### src/rtl/csa_mul_pkg.sv
package csa_mul_pkg;

  typedef struct packed {
    int s_lo;
    int s_hi;
    int c_lo;
    int c_hi;
  } lvl_rng_t;

  function automatic int min3(int p, int q, int r);
    int m;
    m = (p < q) ? p : q;
    return (m < r) ? m : r;
  endfunction

  function automatic int max3(int p, int q, int r);
    int m;
    m = (p > q) ? p : q;
    return (m > r) ? m : r;
  endfunction

  function automatic int mid3(int p, int q, int r);
    return p + q + r - min3(p, q, r) - max3(p, q, r);
  endfunction

  function automatic int clip(int v, int pw);
    return (v > pw - 1) ? pw - 1 : v;
  endfunction

  // Occupied column span of the sum and carry rows leaving level k.
  function automatic lvl_rng_t lvl_range(int k, int n2, int pw);
    lvl_rng_t r;
    int xl, xh, yl, yh, zl, zh;
    xl = 0; xh = n2 - 1; yl = 1; yh = n2;
    r = '0;
    for (int j = 0; j <= k; j++) begin
      zl = j + 2;
      zh = j + 1 + n2;
      r.s_lo = min3(xl, yl, zl);
      r.s_hi = clip(max3(xh, yh, zh), pw);
      r.c_lo = mid3(xl, yl, zl) + 1;
      r.c_hi = clip(mid3(xh, yh, zh) + 1, pw);
      xl = r.s_lo; xh = r.s_hi; yl = r.c_lo; yh = r.c_hi;
    end
    return r;
  endfunction

endpackage

### src/rtl/mul_ha.sv
module mul_ha (
  input  logic x,
  input  logic y,
  output logic s,
  output logic co
);
  assign s  = x ^ y;
  assign co = x & y;
endmodule

### src/rtl/mul_fa.sv
module mul_fa (
  input  logic x,
  input  logic y,
  input  logic ci,
  output logic s,
  output logic co
);
  assign s  = x ^ y ^ ci;
  assign co = (x & y) | (ci & (x ^ y));
endmodule

### src/rtl/csa_pp_gen.sv
module csa_pp_gen #(
  parameter int N1 = 6,
  parameter int N2 = 6,
  parameter int PW = N1 + N2
) (
  input  logic [N1-1:0]          a,
  input  logic [N2-1:0]          b,
  output logic [N1-1:0][PW-1:0]  rows
);
  for (genvar i = 0; i < N1; i++) begin : g_row
    logic [N2-1:0] gated;
    assign gated   = b & {N2{a[i]}};
    assign rows[i] = PW'(gated) << i;
  end
endmodule

### src/rtl/csa_level.sv
module csa_level #(
  parameter int PW   = 12,
  parameter int X_LO = 0,
  parameter int X_HI = 5,
  parameter int Y_LO = 1,
  parameter int Y_HI = 6,
  parameter int Z_LO = 2,
  parameter int Z_HI = 7
) (
  input  logic [PW-1:0] x,
  input  logic [PW-1:0] y,
  input  logic [PW-1:0] z,
  output logic [PW-1:0] s,
  output logic [PW-1:0] c
);
  logic [PW-1:0] cout;

  for (genvar col = 0; col < PW; col++) begin : g_col
    localparam int HX  = (col >= X_LO && col <= X_HI) ? 1 : 0;
    localparam int HY  = (col >= Y_LO && col <= Y_HI) ? 1 : 0;
    localparam int HZ  = (col >= Z_LO && col <= Z_HI) ? 1 : 0;
    localparam int CNT = HX + HY + HZ;
    if (CNT == 3) begin : g_full
      mul_fa fa_i (.x(x[col]), .y(y[col]), .ci(z[col]), .s(s[col]), .co(cout[col]));
    end else if (CNT == 2) begin : g_half
      logic p, q;
      assign p = (HX == 1) ? x[col] : y[col];
      assign q = (HZ == 1) ? z[col] : y[col];
      mul_ha ha_i (.x(p), .y(q), .s(s[col]), .co(cout[col]));
    end else if (CNT == 1) begin : g_pass
      assign s[col]    = (HX == 1) ? x[col] : ((HY == 1) ? y[col] : z[col]);
      assign cout[col] = 1'b0;
    end else begin : g_empty
      assign s[col]    = 1'b0;
      assign cout[col] = 1'b0;
    end
  end

  assign c = {cout[PW-2:0], 1'b0};

  logic [PW+1:0] in_total, out_total;
  always_comb begin
    in_total  = {2'b00, x} + {2'b00, y} + {2'b00, z};
    out_total = {2'b00, s} + {1'b0, cout, 1'b0};
    assert_level_sum_R5: assert (in_total == out_total)
      else $error("3:2 level lost value");
    assert_level_top_carry_R6: assert (cout[PW-1] == 1'b0)
      else $error("carry left top column of a level");
  end
endmodule

### src/rtl/csa_cpa.sv
module csa_cpa #(
  parameter int PW = 12
) (
  input  logic [PW-1:0] x,
  input  logic [PW-1:0] y,
  output logic [PW-1:0] s
);
  logic [PW:0] carry;
  assign carry[0] = 1'b0;

  for (genvar i = 0; i < PW; i++) begin : g_bit
    mul_fa fa_i (.x(x[i]), .y(y[i]), .ci(carry[i]), .s(s[i]), .co(carry[i+1]));
  end

  always_comb begin
    assert_cpa_top_carry_R6: assert (carry[PW] == 1'b0)
      else $error("carry left final adder");
  end
endmodule

### src/rtl/mult_csa.sv
module mult_csa
  import csa_mul_pkg::*;
#(
  parameter int N1 = 6,
  parameter int N2 = 6
) (
  input  logic [N1-1:0]    a,
  input  logic [N2-1:0]    b,
  output logic [N1+N2-1:0] product
);
  localparam int PW     = N1 + N2;
  localparam int LEVELS = (N1 > 2) ? N1 - 2 : 1;

  logic [N1-1:0][PW-1:0] rows;

  csa_pp_gen #(.N1(N1), .N2(N2), .PW(PW)) pp_i (.a(a), .b(b), .rows(rows));

  if (N1 == 1) begin : g_one
    assign product = rows[0];
  end else if (N1 == 2) begin : g_two
    csa_cpa #(.PW(PW)) cpa_i (.x(rows[0]), .y(rows[1]), .s(product));
  end else begin : g_tree
    logic [PW-1:0] acc_s [LEVELS];
    logic [PW-1:0] acc_c [LEVELS];

    for (genvar k = 0; k < LEVELS; k++) begin : g_lvl
      if (k == 0) begin : g_first
        csa_level #(
          .PW(PW),
          .X_LO(0), .X_HI(N2 - 1),
          .Y_LO(1), .Y_HI(N2),
          .Z_LO(2), .Z_HI(N2 + 1)
        ) lvl_i (
          .x(rows[0]), .y(rows[1]), .z(rows[2]),
          .s(acc_s[0]), .c(acc_c[0])
        );
      end else begin : g_next
        localparam lvl_rng_t PR = lvl_range(k - 1, N2, PW);
        csa_level #(
          .PW(PW),
          .X_LO(PR.s_lo), .X_HI(PR.s_hi),
          .Y_LO(PR.c_lo), .Y_HI(PR.c_hi),
          .Z_LO(k + 2),   .Z_HI(k + 1 + N2)
        ) lvl_i (
          .x(acc_s[k-1]), .y(acc_c[k-1]), .z(rows[k+2]),
          .s(acc_s[k]), .c(acc_c[k])
        );
      end
    end

    csa_cpa #(.PW(PW)) cpa_i (.x(acc_s[LEVELS-1]), .y(acc_c[LEVELS-1]), .s(product));
  end

  always_comb begin
    assert_zero_operand_R2: assert (!(a == '0 || b == '0) || product == '0)
      else $error("zero operand gave nonzero product");
  end
endmodule

### config.mk
export PLATFORM = sky130hd
export DESIGN_NAME = mult_csa
export DESIGN_NICKNAME = d
export VERILOG_FILES = /design/src/rtl/csa_mul_pkg.sv /design/src/rtl/mul_ha.sv /design/src/rtl/mul_fa.sv /design/src/rtl/csa_pp_gen.sv /design/src/rtl/csa_level.sv /design/src/rtl/csa_cpa.sv /design/src/rtl/mult_csa.sv
export SDC_FILE = /design/constraint.sdc
export NUM_CORES = 1
export LEC_CHECK = 0
export ABC_AREA = 1
export BUFFER_PORTS_ARGS = -buffer_cell sky130_fd_sc_hd__buf_2
export CAP_MARGIN = 20
export CELL_PAD_IN_SITES_DETAIL_PLACEMENT = 0
export CELL_PAD_IN_SITES_GLOBAL_PLACEMENT = 1
export CORE_MARGIN = 1.5
export CORE_UTILIZATION = 44
export DETAILED_ROUTE_END_ITERATION = 8
export GPL_ROUTABILITY_DRIVEN = 0
export GPL_TIMING_DRIVEN = 0
export PLACE_DENSITY = 0.95
export SYNTH_ARGS = -nofsm -noshare
export SYNTH_HDL_FRONTEND = slang
export SYNTH_SLANG_ARGS = --single-unit
### constraint.sdc
create_clock -name vclk -period 12.95
set_input_delay 1.9425 -clock vclk [all_inputs]
set_output_delay 1.9425 -clock vclk [all_outputs]
set_load 0.005 [all_outputs]
==> summary.txt <==
Status
  – Status: complete, no violations

STA
  – Final setup TNS: 0 ns
  – Least-Margin Pin Slew: between 0.1 and 0.15 ns
  – Min Tclk post-route: about 8.5 ns
  – Fin crit share: between 60% and 70%
  – Max frequency: 118 MHz
  – RSZ-0062 raised after global routing: no
  – Worst Hold Slack: between 4 and 5 ns
  – Final Max Slew Viols: 0
  – Final Hold Vio Count: 0
  – Endpoints failing setup: 0
  – Slew margin rel.: 92.0%

Synth
  – Netlist cell types: 5
  – Post-Syn Nets: 169
  – Post-Syn Area: approximately 960 um2
  – Register area share after synthesis: 0%
  – Synth Instances: around 130
  – Synth Area per Inst: roughly 7.6 um2
  – Syn. warnings: 0

Power
  – Logic pwr share: 100.0%
  – Switching power: 0.0000414 W
  – Static Leakage: roughly 0.78 nW
  – Clk pwr share: 0%
  – Sw Ratio: between 40 and 50%
  – Pwr dens: around 84 nW/um2
  – Seq pwr share: 0%
  – Worst vdd ir: slightly below 0.06 mV
  – Tot Pwr: roughly 0.000094 W
  – Internal power: ~0.000052 W

Worst hold path
  – Worst hold path class: in -> out

Placement
  – Port bufs: 24
  – DP HPWL: 1.42 mm
  – Post-DP Area: between 1000 and 1500 um2

Critical path
  – Element type at the critical path start: input pin
  – Data required time of the worst path: ~11 ns
  – Critical path type: in -> out
  – Maximum fanout along the worst path: 6
  – Crit path DAT: about 6.5 ns
  – Crit path capture type: output pin

Finish
  – Syn-to-layout area delta: 16.0%
  – Clock buffer count: 0
  – Nets: roughly 200
  – Most common cell after layout, fill and taps aside: inv_1
  – Layout cell share with drive strength beyond 1: 23.8%
  – ANT cells: 0
  – Most frequent cells in the layout: inv_1 (49), nand2_1 (36), fa_1 (24), buf_2 (24), buf_4 (12)
  – Sequential cells: 0
  – Fin area: approximately 1100 um2
  – Post-layout util: between 50 and 60%
  – Register area: 0 um2

Global route
  – Initial antenna violation count: 0
  – Congestion Overflow GR: 0
  – Largest net degree at the start of global routing: 7
  – First-pass GRT wire length: roughly 2.7 mm
  – GRT Util Overall: a little over an eighth
  – Number of global-route vias before repair: 732

Drt
  – Number of DRC markers in iteration 0: 1
  – DRT Wirelength: 1.46 mm
  – Post-route ant nets: 0
  – Via count: between 700 and 800
  – Vias per cell: 4.10
  – WL/cell: between 8 and 9 um
  – Drt first pass iters: 3
  – DRC Markers: 0

Floorplanning
  – Die area: approximately 2500 um2
  – Area of the core: around 2000 um2
  – Die Y: approximately 50 um
  – Die W: between 40 and 50 um
  – Effective utilization at floorplan: 47.7%
  – # IOs: 24
  – Number of core rows: 16

Job
  – Total of max-cap violations: 0

CTS
  – Number of gates resized after cts: 0
  – Post-CTS Setup Bufs: 0
  – # hold bufs at CTS: 0
-- Yosys cell counts (all sizes together) --
cell type | count | area (um2)
buf | 12 | 90.1
fa | 24 | 480
ha | 6 | 75.1
inv | 49 | 184
nand2 | 36 | 135
-- per-layer routing --
layer,vias to the layer above,wire length (um),global-route usage (%)
li1,375,-,-
met2,15,820,29.6
met5,-,0,0
met1,340,588,13.9
met4,0,0,0
met3,0,50,0.303
-- final timing paths --
check,from,endpoint,cells past startpoint
hold / removal,a[0],product[0],5
setup / recovery,b[5],product[10],17
-- power groups by stage --
stage	clock, W	sequential, W	combinational (W)
6_report	0	0	0.0000936
5_1_grt	0	0	0.000109
4_1_cts	0	0	0.0000962
3_5_place_dp	0	0	0.0000960
3_3_place_gp	0	0	0.0000926
2_1_floorplan	0	0	0.0000678
-- through the flow --
stage          setup slack, ns  cells
2_1_floorplan             4.87    127
3_3_place_gp              4.49    178
3_5_place_dp              4.46    178
4_1_cts                   4.45    178
5_1_grt                   4.26    178
6_report                  4.50    178
-- critical path, stage by stage --
cell,delay (ns)
buf_2,0.13
nand2_1,0.07
inv_1,0.05
fa_1,0.50
fa_1,0.51
fa_1,0.52
fa_1,0.56
ha_1,0.14
inv_1,0.05
fa_1,0.37
fa_1,0.38
fa_1,0.36
inv_1,0.07
fa_1,0.18
fa_1,0.42
buf_4,0.14
buf_2,0.11
-- layout make-up --
cell class | instances | area (um2)
fillers | 211 | 903
inverters | 49 | 184
repair buffers | 24 | 120
plain buffers | 12 | 90.1
multi-input cells | 66 | 691
well taps | 27 | 33.8
-- logic make-up (layout without fill, tap and decap cells) --
group | count (synthesis) | in the layout | share of synthesized area, %
buffers and inverters | 61 | 85 | 28.4
and+or+nand+nor | 36 | 36 | 14.0
adders and majority gates | 30 | 30 | 57.6
No activity file was read; power rests on OpenSTA's default activity.
